## src/rtl/swp_pkg.sv

```systemverilog
// Shared types for the single-wire slave physical layer.
// Assumes: nothing beyond IEEE 1800-2017.
package swp_pkg;
    typedef enum logic [2:0] {
        ST_IDLE   = 3'd0,
        ST_SLOT   = 3'd1,
        ST_PWAIT  = 3'd2,
        ST_PDRIVE = 3'd3,
        ST_PEND   = 3'd4
    } swp_state_t;
endpackage

```

## src/rtl/swp_sync.sv

```systemverilog
// Multi-stage synchroniser for the asynchronous bus level.
// Assumes: the line idles high, so every stage resets to 1.
module swp_sync #(
    parameter int STAGES = 2
) (
    input  logic clk,
    input  logic rst_n,
    input  logic d_in,
    output logic d_out
);
    logic [STAGES-1:0] chain;

    generate
        for (genvar i = 0; i < STAGES; i++) begin : g_stage
            // Stage i: re-time the previous stage (or the pin for stage 0).
            always_ff @(posedge clk) begin
                if (!rst_n) chain[i] <= 1'b1;
                else if (i == 0) chain[i] <= d_in;
                else chain[i] <= chain[(i == 0) ? 0 : i-1];
            end
        end
    endgenerate

    assign d_out = chain[STAGES-1];
endmodule

```

## src/rtl/swp_speed.sv

```systemverilog
// Speed flag holder: standard (0) or overdrive (1).
// Assumes: rst_now is a one-cycle pulse at the end of a reset pulse and
// keep_od gives the speed chosen by that reset; an od_set request stays
// pending until the slot engine reports that it is idle.
module swp_speed (
    input  logic clk,
    input  logic rst_n,
    input  logic od_set,
    input  logic idle,
    input  logic rst_now,
    input  logic keep_od,
    output logic od
);
    logic pend;

    // Update the speed from reset pulses and from pending overdrive requests.
    always_ff @(posedge clk) begin
        if (!rst_n) begin
            od   <= 1'b0;
            pend <= 1'b0;
        end else if (rst_now) begin
            od   <= keep_od;
            pend <= 1'b0;
        end else if (pend && idle) begin
            od   <= 1'b1;
            pend <= 1'b0;
        end else if (od_set) begin
            pend <= 1'b1;
        end
    end
endmodule

```

## src/rtl/sw_slave_phy.sv

```systemverilog
// Single-wire slave physical layer. It times low pulses on the synchronised
// line, classifies them as reset or slot, drives presence and read-zero pulses,
// and samples write slots.
// Assumes: CYC_PER_US clock cycles per microsecond; line_raw is asynchronous.
module sw_slave_phy
    import swp_pkg::*;
#(
    parameter int CYC_PER_US = 50,
    parameter int SYNC_STAGES = 2
) (
    input  logic clk,
    input  logic rst_n,
    input  logic line_raw,
    input  logic od_set,
    input  logic tx_mode,
    input  logic tx_bit,
    output logic rx_valid,
    output logic rx_bit,
    output logic reset_evt,
    output logic pull_low,
    output logic od_active
);
    localparam int CW = $clog2(121 * CYC_PER_US + 2);
    localparam logic [CW-1:0] CMAX       = '1;
    localparam logic [CW-1:0] K_ST_RST   = CW'(120 * CYC_PER_US);
    localparam logic [CW-1:0] K_OD_RST   = CW'(16 * CYC_PER_US);
    localparam logic [CW-1:0] K_OD_KEEP  = CW'(80 * CYC_PER_US);
    localparam logic [CW-1:0] K_ST_SAMP  = CW'(30 * CYC_PER_US);
    localparam logic [CW-1:0] K_OD_SAMP  = CW'(3 * CYC_PER_US);
    localparam logic [CW-1:0] K_ST_HOLD  = CW'(30 * CYC_PER_US);
    localparam logic [CW-1:0] K_OD_HOLD  = CW'(3 * CYC_PER_US);
    localparam logic [CW-1:0] K_ST_PDH   = CW'(15 * CYC_PER_US);
    localparam logic [CW-1:0] K_OD_PDH   = CW'(2 * CYC_PER_US);
    localparam logic [CW-1:0] K_ST_PDL   = CW'(120 * CYC_PER_US);
    localparam logic [CW-1:0] K_OD_PDL   = CW'(12 * CYC_PER_US);

    swp_state_t     state;
    logic [CW-1:0]  cnt;
    logic           line_s, line_q, drive0;
    logic           fall, rise, rst_now, keep_od;
    logic [CW-1:0]  t_samp, t_hold, t_pdh, t_pdl;

    swp_sync #(.STAGES(SYNC_STAGES)) u_sync (
        .clk(clk), .rst_n(rst_n), .d_in(line_raw), .d_out(line_s)
    );

    swp_speed u_speed (
        .clk(clk), .rst_n(rst_n), .od_set(od_set),
        .idle(state == ST_IDLE), .rst_now(rst_now),
        .keep_od(keep_od), .od(od_active)
    );

    // Pick the timing set for the current speed.
    always_comb begin
        t_samp = od_active ? K_OD_SAMP : K_ST_SAMP;
        t_hold = od_active ? K_OD_HOLD : K_ST_HOLD;
        t_pdh  = od_active ? K_OD_PDH  : K_ST_PDH;
        t_pdl  = od_active ? K_OD_PDL  : K_ST_PDL;
    end

    // Edge detection and reset classification of the low pulse just ended.
    always_comb begin
        fall    = line_q & ~line_s;
        rise    = ~line_q & line_s;
        rst_now = (state == ST_SLOT) && rise &&
                  (od_active ? (cnt > K_OD_RST) : (cnt > K_ST_RST));
        keep_od = od_active && (cnt <= K_OD_KEEP);
    end

    // Open-drain enable: presence pulse, or the read-zero hold window.
    always_comb begin
        pull_low = (state == ST_PDRIVE) ||
                   ((state == ST_SLOT) && drive0 && (cnt <= t_hold));
    end

    // Keep the previous synchronised level for edge detection.
    always_ff @(posedge clk) begin
        if (!rst_n) line_q <= 1'b1;
        else        line_q <= line_s;
    end

    // Slot and presence sequencer.
    always_ff @(posedge clk) begin
        if (!rst_n) begin
            state     <= ST_IDLE;
            cnt       <= '0;
            drive0    <= 1'b0;
            rx_valid  <= 1'b0;
            rx_bit    <= 1'b1;
            reset_evt <= 1'b0;
        end else begin
            rx_valid  <= 1'b0;
            reset_evt <= 1'b0;
            case (state)
                ST_IDLE: begin
                    if (fall) begin
                        state  <= ST_SLOT;
                        cnt    <= CW'(1);
                        drive0 <= tx_mode & ~tx_bit;
                    end
                end
                ST_SLOT: begin
                    cnt <= (cnt == CMAX) ? cnt : cnt + 1'b1;
                    if (cnt == t_samp) begin
                        rx_valid <= 1'b1;
                        rx_bit   <= line_s;
                    end
                    if (rst_now) begin
                        state     <= ST_PWAIT;
                        cnt       <= '0;
                        drive0    <= 1'b0;
                        reset_evt <= 1'b1;
                    end else if (line_s && (cnt > t_samp)) begin
                        state  <= ST_IDLE;
                        drive0 <= 1'b0;
                    end
                end
                ST_PWAIT: begin
                    cnt <= cnt + 1'b1;
                    if (cnt == t_pdh - 1'b1) begin
                        state <= ST_PDRIVE;
                        cnt   <= '0;
                    end
                end
                ST_PDRIVE: begin
                    cnt <= cnt + 1'b1;
                    if (cnt == t_pdl - 1'b1) state <= ST_PEND;
                end
                ST_PEND: begin
                    if (line_s) state <= ST_IDLE;
                end
                default: state <= ST_IDLE;
            endcase
        end
    end
endmodule

```

## config.mk

```make
export PLATFORM = sky130hd
export DESIGN_NAME = sw_slave_phy
export DESIGN_NICKNAME = d
export VERILOG_FILES = /design/src/rtl/swp_pkg.sv /design/src/rtl/swp_sync.sv /design/src/rtl/swp_speed.sv /design/src/rtl/sw_slave_phy.sv
export SDC_FILE = /design/constraint.sdc
export NUM_CORES = 1
export LEC_CHECK = 0
export CORE_MARGIN = 8
export CORE_UTILIZATION = 55
export CTS_BUF_LIST = sky130_fd_sc_hd__clkbuf_2
export DETAILED_ROUTE_END_ITERATION = 8
export GPL_ROUTABILITY_DRIVEN = 1
export PLACE_DENSITY = 0.78
export SLEW_MARGIN = 20
export SYNTH_ARGS = -nofsm -noshare
export SYNTH_HDL_FRONTEND = slang
export SYNTH_SLANG_ARGS = --single-unit
```

## constraint.sdc

```tcl
create_clock -name clk -period 2.1 [get_ports clk]
set_input_delay 0.42 -clock clk [delete_from_list [all_inputs] [get_ports clk]]
set_output_delay 0.42 -clock clk [all_outputs]
set_load 0.05 [all_outputs]
```

=== Word-level counts from Yosys, hierarchy flattened ===
Index checks and enable logic that the tools add are counted.

* Input port bits: 6
* Word-level logic and storage cells: 82
* Output and inout port bits: 5
* Flip-flop bits (word level): 25

* Muxes and demuxes: 24
* Eq/ne operators: 14
* Reduce and logical (&&, ||, !) cells: 18
* $lt $le $gt $ge: 5
* Bitwise logic cells: 7
* Add/sub/neg operators: 3

{| class="wikitable"
|+ Operator list
! operator !! number
|-
| 2-to-1 mux 13 bit || 5
|-
| one-hot mux 13 bit (4 select lines) || 1
|-
| == test 13 bit || 2
|-
| 2-to-1 mux 3 bit || 6
|-
| one-hot mux 3 bit (5 select lines) || 1
|-
| adder 13 x 1 -> 13 bit, second input constant || 1
|-
| == test 13 x 11 -> 1 bit || 1
|-
| == test 13 bit, second input constant || 1
|-
| greater-than comparator 13 x 10 -> 1 bit, second input constant || 1
|-
| greater-than comparator 13 x 11 -> 1 bit || 1
|-
| greater-than comparator 13 bit, second input constant || 1
|-
| less-or-equal comparator 13 x 11 -> 1 bit || 1
|-
| less-or-equal comparator 13 x 12 -> 1 bit, second input constant || 1
|-
| subtractor 13 x 1 -> 13 bit, second input constant || 1
|-
| 2-to-1 mux 11 bit || 1
|-
| subtractor 10 x 1 -> 11 bit, second input constant || 1
|-
| 2-to-1 mux 10 bit || 1
|-
| 2-to-1 mux 1 bit || 8
|-
| logical AND 1 bit || 7
|-
| == test 3 x 2 -> 1 bit, second input constant || 2
|-
| AND reduction 3 bit || 2
|-
| AND reduction 5 bit || 1
|-
| != test 2 x 1 -> 1 bit, second input constant || 2
|-
| != test 2 bit, second input constant || 2
|-
| other kinds (13) || 20
|}

=== Logic depth before layout (Yosys ltp) ===
Gate-level depths: netlist (run 1).

* Word-level depth: 6
* Depth in mapped cells: 9
* Gate-level depth less buffers: 8

=== By module ===
A second synthesis (run 1) with hierarchy kept.

* Cells, all modules: 205
* Area total of the unflattened synthesis: 1672.9 sq um

{| class="wikitable"
|+ Modules (own cells, without submodules)
! module !! area an instance (sq um) !! cells an instance !! times used !! sequential area each (sq um)
|-
| sw_slave_phy || 1539.0 || 193 || 1 || 420.4
|-
| swp_speed || 81.3 || 8 || 1 || 40.0
|-
| swp_sync || 52.6 || 4 || 1 || 40.0
|}

=== Worst setup path after synthesis (run 1) ===
Ideal clock, no wire load.

* Path kind: flip-flop to output port
* Start point: register u_speed.od
* End point: output port pull_low
* Stages on the path, launching flop included: 8
* Arrival: 2.526 ns
* Path slack: -0.846 ns
* Required time: 1.680 ns
* Buffers on the path: 0
* Path through: dfxtp_1 -> ha_1 -> nor4b_1 -> nand4_1 -> nor2_1 -> nor3_1 -> nand2b_1 -> a21oi_1

* Cells in the longest elaborated chain, start to end: 4

{| class="wikitable"
|+ RTL lines
! element !! RTL line !! source
|-
| start: declaration || swp_speed.sv:12 || <nowiki>output logic od</nowiki>
|-
| start signal: assignment || swp_speed.sv:22 || <nowiki>od <= keep_od;</nowiki>
|-
| 2-to-1 mux 11 bit || sw_slave_phy.sv:56 || <nowiki>t_hold = od_active ? K_OD_HOLD : K_ST_HOLD;</nowiki>
|-
| less-or-equal comparator 13 x 11 -> 1 bit || sw_slave_phy.sv:73 || <nowiki>((state == ST_SLOT) && drive0 && (cnt <= t_hold));</nowiki>
|-
| logical AND 1 bit || sw_slave_phy.sv:73 ||
|-
| logical OR 1 bit || sw_slave_phy.sv:72 || <nowiki>pull_low = (state == ST_PDRIVE) ||</nowiki>
|-
| end: declaration || sw_slave_phy.sv:20 || <nowiki>output logic pull_low,</nowiki>
|}

No other way between the ends.

=== Worst setup path in the final report (run 1) ===
* Start point: register cnt[6]
* End point: output port pull_low

* Cells in the longest elaborated chain, start to end: 3

{| class="wikitable"
|+ RTL lines
! element !! RTL line !! source
|-
| start: declaration || sw_slave_phy.sv:38 || <nowiki>logic [CW-1:0] cnt;</nowiki>
|-
| start signal: assignment || sw_slave_phy.sv:103 || <nowiki>cnt <= (cnt == CMAX) ? cnt : cnt + 1'b1;</nowiki>
|-
| start signal: assignment || sw_slave_phy.sv:119 || <nowiki>cnt <= cnt + 1'b1;</nowiki>
|-
| start signal: assignment || sw_slave_phy.sv:126 || <nowiki>cnt <= cnt + 1'b1;</nowiki>
|-
| less-or-equal comparator 13 x 11 -> 1 bit || sw_slave_phy.sv:73 ||
|-
| logical AND 1 bit || sw_slave_phy.sv:73 ||
|-
| logical OR 1 bit || sw_slave_phy.sv:72 ||
|}

No other way between the ends.

==> results of run 1 <==
[cell families after synthesis]
group | after synthesis | share of synthesized area
simple gates | 106 | 0.357
compound gates | 54 | 0.218
flops | 25 | 0.300
buf+inv | 21 | 0.0571
fa+ha+maj | 7 | 0.0526
xor+xnor | 3 | 0.0158
[Yosys cell counts (2+ instances only)]
cell type	count
nor2_1	12
o221a_2	2
inv_1	7
nor3b_1	2
or3_1	3
a21o_1	2
and2_1	2
o22ai_1	2
a211oi_1	3
nor4b_1	2
or2_2	3
ha_1	7
buf_2	4
nand2_1	22
o21ai_1	4
nand3b_1	4
nand3_1	7
dfxtp_1	25
o21ai_0	8
and4b_1	2
or4_1	3
a21oi_1	12
nor3_1	11
and3_1	8
clkbuf_1	8
nand2b_1	6
xnor2_1	3
nor4_1	7
o21bai_1	2
a21boi_0	2
nor2b_1	3
o21a_1	5
nand4_1	5
[worst register-to-register path: stages, from the launching register on]
cell and delay, ps:
dfxtp_2 410, buf_6 90, nand4bb_1 140, or4_4 500
a221o_2 470, nand3b_4 190, buf_6 130, a21oi_2 30
a31o_1 180
[per-layer routing]
metal,up-vias,GRT usage
met5,-,0
met1,956,0.247
met4,0,0.0947
met3,30,0.0438
met2,139,0.333
li1,907,-
[through the flow]
stage / setup TNS, ps / utilization / setup WS [ps] / std cells / power, uW
after CTS: -482 / 0.765 / -482 / 299 / 863
after global placement: -169 / 0.726 / -34.9 / 288 / 644
final: -1570 / 0.846 / -560 / 305 / 914
after floorplan: -59.7 / - / -59.7 / 216 / 590
after detailed placement: -422 / 0.726 / -97.6 / 288 / 650
after global routing: -2220 / 0.846 / -683 / 305 / 945
[worst paths after layout]
path / to / cells past startpoint / slack [ps]
setup / recovery: pull_low / 9 / -560
hold / removal: u_sync.d_out / 1 / 450
setup reg to reg: cnt[8] / 8 / -130
hold reg to reg: u_sync.d_out / 1 / 450
[report_power, final]
part	total (uW)	switching, uW	leakage, uW	internal (uW)
registers	499	13.0	0.000206	486
logic	196	98.1	0.000735	97.9
clock network	219	175	0.0000126	44.1
total	914	286	0.000954	628
[repair_timing]
item | in CTS | in global routing
gates cloned | 1 | 0
setup endpoints to repair | 12 | 18
hold endpoints to repair | 0 | 0
gates resized for setup | 11 | 44
pin swaps | 5 | 14
setup buffers | 6 | 6
[final cells by class]
| class | instances | area (um^2) |
|---|---|---|
| multi-input combinational | 171 | 1340 |
| inverter | 7 | 26.3 |
| sequential | 25 | 510 |
| clock inverter | 1 | 7.51 |
| fill | 178 | 459 |
| tap | 33 | 41.3 |
| clock buffer | 3 | 15.0 |
| timing repair buffer | 65 | 583 |
==> load_flow_metrics.sql, run 1 <==
INSERT INTO impl_metrics (metric_group, metric, value, unit) VALUES
('synthesis', 'post_synthesis_net_count', '229', ''),
('critical_path', 'crit_path_cell_trace', 'buf_4 -> ha_4 -> and4b_1 -> nand4_1 -> nor2_2 -> nor3_2 -> nand2b_4 -> a21oi_4 -> buf_12', ''),
('clock_tree', 'clock_tree_from_tritoncts', 'built', ''),
('global_route', 'grt_util_all_layers', '0.204', ''),
('power', 'irDropWorstVdd', '0.352', 'mV'),
('floorplan', 'initial_core_util', '0.560', ''),
('floorplan', 'die_area', '5050', 'um^2'),
('placement', 'detailedPlacementHpwl', '3670', 'um'),
('finish', 'antenna-diode-count', '0', ''),
('clock_tree', 'tritoncts_num_sinks', '25', ''),
('timing', 'fin_ws', '-560', 'ps'),
('clock_tree', 'root_driver', 'clkbuf_2', ''),
('synthesis', 'synth.lib_cells_used.distinct', '51', ''),
('global_route', 'via_count_of_the_first_global_routing_pass', '1889', ''),
('power', 'power_per_cell_area', '363', 'nW/um^2'),
('finish', 'flow.area_growth_from_synthesis', '51.1', '%'),
('finish', 'max_flop_register', 'cnt', ''),
('hold_path', 'worst_hold_path_class', 'flip-flop to flip-flop', ''),
('timing', 'period_share', '1.27', ''),
('route', 'wl_met2', '2720', 'um'),
('global_route', 'grt_overflow', '0', ''),
('critical_path', 'critical_path.endpoint_type', 'output port', ''),
('route', 'drt_iter0_markers', '271', ''),
('run_status', 'run_status', 'finished, violations left', ''),
('floorplan', 'core_area', '2980', 'um^2'),
('critical_path', 'crit_required', '1680', 'ps'),
('global_route', 'antenna_found_initial', '0', ''),
('timing', 'final_hold_viol_count', '0', ''),
('critical_path', 'cp_top_family', 'simple AND/OR/NAND/NOR gates', ''),
('timing', 'final-max-slew-violation-count', '0', ''),
('route', 'routed_via_density', '6.66', ''),
('critical_path', 'worst_path_fanout_max', '4', ''),
('clock_tree', 'ctsHoldBuffers', '0', ''),
('route', 'drt_drc_violations_left', '0', ''),
('finish', 'largest_register_ff_count', '13', ''),
('placement', 'post_dp_cell_area', '2160', 'um^2'),
('global_route', 'grt_first_pass_wirelength', '8470', 'um'),
('placement', 'place_congestion', '0.995', ''),
('finish', 'mostFrequentLayoutCell', 'buf_4', ''),
('global_route', 'grt_max_degree', '25', ''),
('placement', 'port-buffer-count', '10', ''),
('timing', 'fin_skew', '23.1', 'ps'),
('synthesis', 'synth.cell_area', '1670', 'um^2'),
('floorplan', 'die_y', '71.0', 'um'),
('synthesis', 'synth-main-ff-cell', 'dfxtp_1', ''),
('finish', 'final_layout_size_suffix_gt1_frac', '0.412', ''),
('route', 'wl_met3', '535', 'um'),
('clock_tree', 'worst_setup_hold_path_clk_slew', '290', 'ps'),
('timing', 'fin_worst_hold_slack', '448', 'ps'),
('critical_path', 'worstPathArrival', '2240', 'ps'),
('finish', 'layout_common_cells', '44 x buf_4, 22 x nand2_1, 19 x dfxtp_1, 10 x buf_6', ''),
('route', 'dr.max_layer_used', 'met4', ''),
('floorplan', 'chipWidth', '71.0', 'um'),
('route', 'total_number_of_vias', '2032', ''),
('route', 'drt-total-wl', '5780', 'um'),
('finish', 'number_of_nets_in_the_layout', '286', ''),
('critical_path', 'timing.critical_path.from_type', 'flip-flop', ''),
('synthesis', 'yosysWarningCount', '0', ''),
('run_status', 'violations', 'setup timing', ''),
('timing', 'unrepaired_setup_endpoints_after_global_routing', 'yes', ''),
('synthesis', 'async_flop_share', '0', ''),
('critical_path', 'r2r-start', 'cnt[6]', ''),
('hold_path', 'hold_path_startpoint', 'u_sync.chain[0]', ''),
('job', 'timing.max_cap.violations', '0', ''),
('synthesis', 'yosys-top-cells-area', 'dfxtp_1 30%, ha_1 5.3%, nand2_1 5.0%', ''),
('synthesis', 'synth-seq-area-share', '0.300', ''),
('timing', 'maxSlewHeadroom', '0.665', ''),
('timing', 'finalSetupViolCount', '16', ''),
('critical_path', 'critPathSlowestCell', 'dfxtp_2', ''),
('finish', 'postLayoutCellArea', '2520', 'um^2'),
('synthesis', 'synth_top_area_share', '0.300', '');
(Power assumes the default switching activity.)
==> run 2: changes to the inputs <==
Settings changed: CORE_UTILIZATION 55 to 60, GPL_ROUTABILITY_DRIVEN 1 to not set, PLACE_DENSITY 0.78 to 0.81.
Clock period 2.1 ns to 2.84 ns, I/O delays scaled along.
==> load_flow_metrics.sql, run 2 (synthesis results as in run 1) <==
INSERT INTO impl_metrics (metric_group, metric, value, unit) VALUES
('run_status', 'run_status', 'completed', ''),
('clock_tree', 'cts_htree_levels', '1', ''),
('route', 'drt_iter0_markers', '246', ''),
('power', 'p_leak', '0.000672', 'uW'),
('timing', 'final-max-slew-violation-count', '0', ''),
('critical_path', 'critical_path.endpoint_type', 'output port', ''),
('timing', 'max_clock_freq', '358', 'MHz'),
('finish', 'flow.area_growth_from_synthesis', '15.2', '%'),
('finish', 'mostFrequentLayoutCell', 'nand2_1', ''),
('route', 'drtAntennaViolNets', '0', ''),
('timing', 'period_share', '0.983', ''),
('timing', 'fin_crit', '2790', 'ps'),
('finish', 'layout.filler_cells', '212', ''),
('power', 'power_per_cell_area', '315', 'nW/um^2'),
('route', 'total_number_of_vias', '1702', ''),
('finish', 'final_layout_size_suffix_gt1_frac', '0.170', ''),
('clock_tree', 'clock_latency', '350', 'ps'),
('hold_path', 'worst_hold_path_class', 'flip-flop to flip-flop', ''),
('floorplan', 'core_area', '2690', 'um^2'),
('critical_path', 'critPathSlowestCell', 'dfxtp_4', ''),
('finish', 'number_of_nets_in_the_layout', '238', ''),
('critical_path', 'timing.critical_path.from_type', 'flip-flop', ''),
('finish', 'max_flop_register', 'cnt', ''),
('placement', 'detailedPlacementHpwl', '2990', 'um'),
('finish', 'largest_register_ff_count', '13', ''),
('power', 'irDropWorstVdd', '0.309', 'mV'),
('timing', 'maxSlewHeadroom', '0.647', ''),
('critical_path', 'crit_path_max_incr_delay', '460', 'ps'),
('power', 'p_total', '605', 'uW'),
('timing', 'fin_skew', '3.88', 'ps'),
('clock_tree', 'clock_tree_from_tritoncts', 'built', ''),
('placement', 'dp_cells', '246', ''),
('critical_path', 'critical_path_start_end_classification', 'flip-flop to output port', ''),
('floorplan', 'rows', '19', ''),
('clock_tree', 'tritoncts_num_sinks', '25', ''),
('route', 'drt_pre_antenna_iters', '5', ''),
('placement', 'place_worst_setup_slack', '316', 'ps'),
('finish', 'largest_registers', 'cnt: 13 flops, state: 3 flops', ''),
('floorplan', 'ios', '11', ''),
('global_route', 'grt_util_all_layers', '0.190', ''),
('critical_path', 'crit_required', '2270', 'ps'),
('floorplan', 'die_y', '68.7', 'um'),
('global_route', 'antenna_found_initial', '0', ''),
('timing', 'fin_ws', '47.7', 'ps'),
('finish', 'layout_common_cells', '22 x nand2_1, 19 x dfxtp_1, 11 x a21oi_1, 11 x nor2_1, 10 x nor3_1', ''),
('timing', 'finalSetupViolCount', '0', ''),
('clock_tree', 'clock_buffer_count_from_cts', '3', ''),
('critical_path', 'crit_path_cell_trace', 'ha_4 -> and4b_1 -> nand4_1 -> nor2_2 -> nor3_2 -> nand2b_4 -> a21oi_2 -> buf_12', ''),
('floorplan', 'chipWidth', '68.7', 'um'),
('critical_path', 'worst_path_fanout_max', '8', ''),
('finish', 'post-route-util', '0.715', ''),
('finish', 'postLayoutCellArea', '1920', 'um^2'),
('placement', 'place_congestion', '0.936', ''),
('floorplan', 'initial_core_util', '0.620', ''),
('job', 'timing.max_cap.violations', '0', ''),
('placement', 'port-buffer-count', '10', ''),
('floorplan', 'die_area', '4720', 'um^2'),
('timing', 'worst_pin_slew', '529', 'ps'),
('finish', 'antenna-diode-count', '0', ''),
('route', 'routed_wire_length_per_instance', '17.5', 'um'),
('route', 'drt-total-wl', '4470', 'um'),
('placement', 'post_dp_cell_area', '1770', 'um^2'),
('route', 'routed_via_density', '6.67', ''),
('timing', 'final_hold_viol_count', '0', ''),
('finish', 'layoutNonFillerInstCount', '255', ''),
('clock_tree', 'clock_path_buffers', '2', ''),
('critical_path', 'worstPathArrival', '2220', 'ps'),
('global_route', 'grt_max_degree', '25', ''),
('global_route', 'grt_overflow', '0', ''),
('global_route', 'via_count_of_the_first_global_routing_pass', '1586', ''),
('global_route', 'grt_first_pass_wirelength', '7060', 'um'),
('clock_tree', 'root_driver', 'clkbuf_2', ''),
('route', 'drt_drc_violations_left', '0', ''),
('clock_tree', 'worst_setup_hold_path_clk_slew', '230', 'ps');
## run 2: layer usage
| metal | up-vias | GRT usage | share of wire |
|---|---|---|---|
| li1 | 818 | - | - |
| met4 | 0 | 0.105 | 0.032 |
| met3 | 17 | 0.0388 | 0.071 |
| met1 | 796 | 0.216 | 0.40 |
| met2 | 71 | 0.324 | 0.49 |
| met5 | - | 0 | 0 |
## run 2: cell type report
cell class                 count  area (um^2)  share of cell area
timing repair buffer          18          168              0.0873
tap                           31         38.8              0.0202
clock inverter                 1         5.00             0.00261
multi-input combinational    170         1150               0.601
sequential                    25          513               0.267
clock buffer                   3         15.0             0.00782
inverter                       7         26.3              0.0137
## run 2: what timing repair did
action                                 4_1_cts  5_1_grt
buffers inserted                             0        5
pin swaps                                    0        5
endpoints found under the hold margin        0        0
hold buffers                                 0        0
gates resized for setup                      4       14
setup endpoints to repair                    1        1
## run 2: where the power goes
group	switching, uW	leakage (uW)	total [uW]	internal [uW]
Clock	106	0.0000164	138	31.9
Sequential	14.1	0.000206	372	358
Combinational	50.2	0.000449	94.6	44.4
Total	170	0.000672	605	434
## run 2: through the flow
step                      hold slack (ps)  TNS, ps
after floorplan                       386        0
after CTS                             455        0
after global placement                387        0
after detailed placement              405        0
after global routing                  484    -28.0
final                                 447        0
## run 2: path summary, 6_finish.rpt
kind | startpoint | to | slack (ps) | cells after the start
worst max-delay path | u_speed.od | pull_low | 50 | 8
worst min-delay path | u_sync.chain[0] | u_sync.d_out | 450 | 1
worst max register to register | cnt[0] | cnt[6] | 340 | 8
worst min register to register | u_sync.chain[0] | u_sync.d_out | 450 | 1
## run 2: critical path: cells and delay by family (launching register included)
kind | cells | cell delay, ps
fa+ha+maj | 1 | 290
flops | 1 | 460
buf+inv | 1 | 160
compound gates | 1 | 170
simple gates | 5 | 810
==> run 3: changes to the inputs <==
Settings changed: MAX_ROUTING_LAYER set to met4, SLEW_MARGIN 20 to not set.
==> load_flow_metrics.sql, run 3 (synthesis results as in run 1) <==
INSERT INTO impl_metrics (metric_group, metric, value, unit) VALUES
('finish', 'largest_register_ff_count', '13', ''),
('global_route', 'via_count_of_the_first_global_routing_pass', '1465', ''),
('floorplan', 'initial_core_util', '0.620', ''),
('route', 'drt-total-wl', '4480', 'um'),
('timing', 'finalSetupViolCount', '0', ''),
('route', 'drt_iter0_markers', '140', ''),
('placement', 'dp_cells', '247', ''),
('timing', 'fin_crit', '2760', 'ps'),
('placement', 'detailedPlacementHpwl', '3070', 'um'),
('timing', 'maxSlewHeadroom', '0.624', ''),
('global_route', 'grt_util_all_layers', '0.196', ''),
('finish', 'largest_registers', 'cnt: 13 flops, state: 3 flops', ''),
('timing', 'max_clock_freq', '362', 'MHz'),
('finish', 'final_layout_size_suffix_gt1_frac', '0.169', ''),
('floorplan', 'die_y', '68.7', 'um'),
('clock_tree', 'clock_latency', '360', 'ps'),
('critical_path', 'cp_top_family', 'simple AND/OR/NAND/NOR gates', ''),
('clock_tree', 'worst_setup_hold_path_clk_slew', '260', 'ps'),
('finish', 'layoutNonFillerInstCount', '256', ''),
('finish', 'layout_common_cells', '22 x nand2_1, 19 x dfxtp_1, 11 x a21oi_1, 11 x nor2_1, 10 x nor3_1', ''),
('floorplan', 'die_area', '4720', 'um^2'),
('clock_tree', 'clock_buffer_count_from_cts', '3', ''),
('finish', 'post-route-util', '0.714', ''),
('clock_tree', 'cts_htree_levels', '1', ''),
('hold_path', 'hold_path_startpoint', 'u_sync.chain[0]', ''),
('route', 'routed_wire_length_per_instance', '17.5', 'um'),
('job', 'timing.max_cap.violations', '0', ''),
('floorplan', 'core_area', '2690', 'um^2'),
('critical_path', 'worst_path_fanout_max', '8', ''),
('timing', 'worst_pin_slew', '563', 'ps'),
('critical_path', 'worst-r2r-setup-slack', '290', 'ps'),
('critical_path', 'r2r-start', 'cnt[12]', ''),
('critical_path', 'timing.critical_path.from_type', 'flip-flop', ''),
('finish', 'max_flop_register', 'cnt', ''),
('floorplan', 'ios', '11', ''),
('timing', 'fin_worst_hold_slack', '446', 'ps'),
('timing', 'fin_skew', '33.9', 'ps'),
('clock_tree', 'clock_path_buffers', '2', ''),
('finish', 'layout.filler_cells', '228', ''),
('floorplan', 'chipWidth', '68.7', 'um'),
('finish', 'multiInputGateArea', '1140', 'um^2'),
('finish', 'antenna-diode-count', '0', ''),
('power', 'power_per_cell_area', '316', 'nW/um^2'),
('power', 'irDropWorstVdd', '0.313', 'mV'),
('hold_path', 'hold-path-cell-count', '1', ''),
('timing', 'setup_total_negative_slack', '0', 'ps'),
('finish', 'register_area', '515', 'um^2'),
('timing', 'final_hold_viol_count', '0', ''),
('placement', 'port-buffer-count', '10', ''),
('global_route', 'grt_overflow', '0', ''),
('clock_tree', 'clock_tree_from_tritoncts', 'built', ''),
('clock_tree', 'root_driver', 'clkbuf_2', ''),
('timing', 'period_share', '0.972', ''),
('power', 'p_leak', '0.000681', 'uW'),
('run_status', 'run_status', 'completed', ''),
('route', 'drtAntennaViolNets', '0', ''),
('critical_path', 'critical_path.endpoint_type', 'output port', ''),
('critical_path', 'critPathSlowestCell', 'dfxtp_4', ''),
('critical_path', 'worstPathArrival', '2190', 'ps'),
('global_route', 'grt_first_pass_wirelength', '7080', 'um'),
('critical_path', 'crit_path_max_incr_delay', '440', 'ps'),
('route', 'drt_pre_antenna_iters', '5', ''),
('timing', 'final-max-slew-violation-count', '0', ''),
('critical_path', 'r2r_worst_path_depth', '6', ''),
('global_route', 'grt_max_degree', '25', ''),
('finish', 'mostFrequentLayoutCell', 'nand2_1', ''),
('critical_path', 'r2r_end', 'state[0]', ''),
('finish', 'number_of_nets_in_the_layout', '239', ''),
('hold_path', 'whs_endpoint', 'u_sync.d_out', ''),
('route', 'drt_drc_violations_left', '0', ''),
('finish', 'flow.area_growth_from_synthesis', '15.1', '%'),
('critical_path', 'worstPathBufferInverterCount', '1', ''),
('global_route', 'antenna_found_initial', '0', ''),
('placement', 'place_congestion', '0.937', ''),
('clock_tree', 'tritoncts_num_sinks', '25', ''),
('critical_path', 'logic_depth_of_the_worst_path_buffers_included', '8', ''),
('critical_path', 'critical_path_start_end_classification', 'flip-flop to output port', ''),
('route', 'total_number_of_vias', '1705', ''),
('route', 'routed_via_density', '6.66', ''),
('critical_path', 'crit_required', '2270', 'ps'),
('floorplan', 'rows', '19', ''),
('hold_path', 'worst_hold_path_class', 'flip-flop to flip-flop', ''),
('critical_path', 'crit_path_cell_trace', 'ha_4 -> and4b_1 -> nand4_1 -> nor2_2 -> nor3_2 -> nand2b_4 -> a21oi_2 -> buf_12', '');
run 3: repair_timing:
action,4_1_cts,5_1_grt
pin swaps,0,4
hold buffers,0,0
resized for setup,6,12
endpoints found under the setup margin,1,1
buffers inserted,0,5
run 3: worst reg2reg max path, delay by kind of cell, from the launching register on:
| kind | cells | cell delay (ps) |
|---|---|---|
| DFF | 1 | 740 |
| AOI/OAI and AO/OA | 3 | 810 |
| and+or+nand+nor | 3 | 900 |
run 3: through the flow:
stage | worst slack, ps | cell area (um^2) | total power [uW]
2_1_floorplan | 38.7 | 1670 | 429
3_3_place_gp | 375 | 1780 | 455
3_5_place_dp | 328 | 1780 | 458
4_1_cts | 13.1 | 1810 | 596
5_1_grt | -2.94 | 1920 | 630
6_report | 80.8 | 1920 | 606
run 3: power breakdown:
part	internal (uW)	switching, uW
Combinational	44.5	52.0
Clock	31.9	108
Sequential	357	12.8
run 3: cell type report:
cell class | count | share of cell area
multi-input cells | 170 | 0.596
flip-flops and latches | 25 | 0.269
well taps | 31 | 0.0202
inverters | 7 | 0.0137
repair buffers | 19 | 0.0913
clock buffers | 3 | 0.00783
clock inverters | 1 | 0.00261
run 3: worst max-delay path by stage:
stage	from	endpoint	slack (ps)
6_report	cnt[8]	pull_low	80
3_3_place_gp	u_speed.od	pull_low	370
4_1_cts	cnt[1]	pull_low	10
5_1_grt	u_speed.od	pull_low	-3
3_5_place_dp	u_speed.od	pull_low	330
2_1_floorplan	u_speed.od	pull_low	40
run 3: per-layer routing:
metal  wire length, um  track usage  vias up  part of all wire
met4                70       0.0602        0             0.016
met5                 0            -        -                 0
met2              2160        0.321       82              0.48
li1                  -            -      816                 -
met1              1890        0.248      799              0.42
met3               353       0.0242        8             0.079
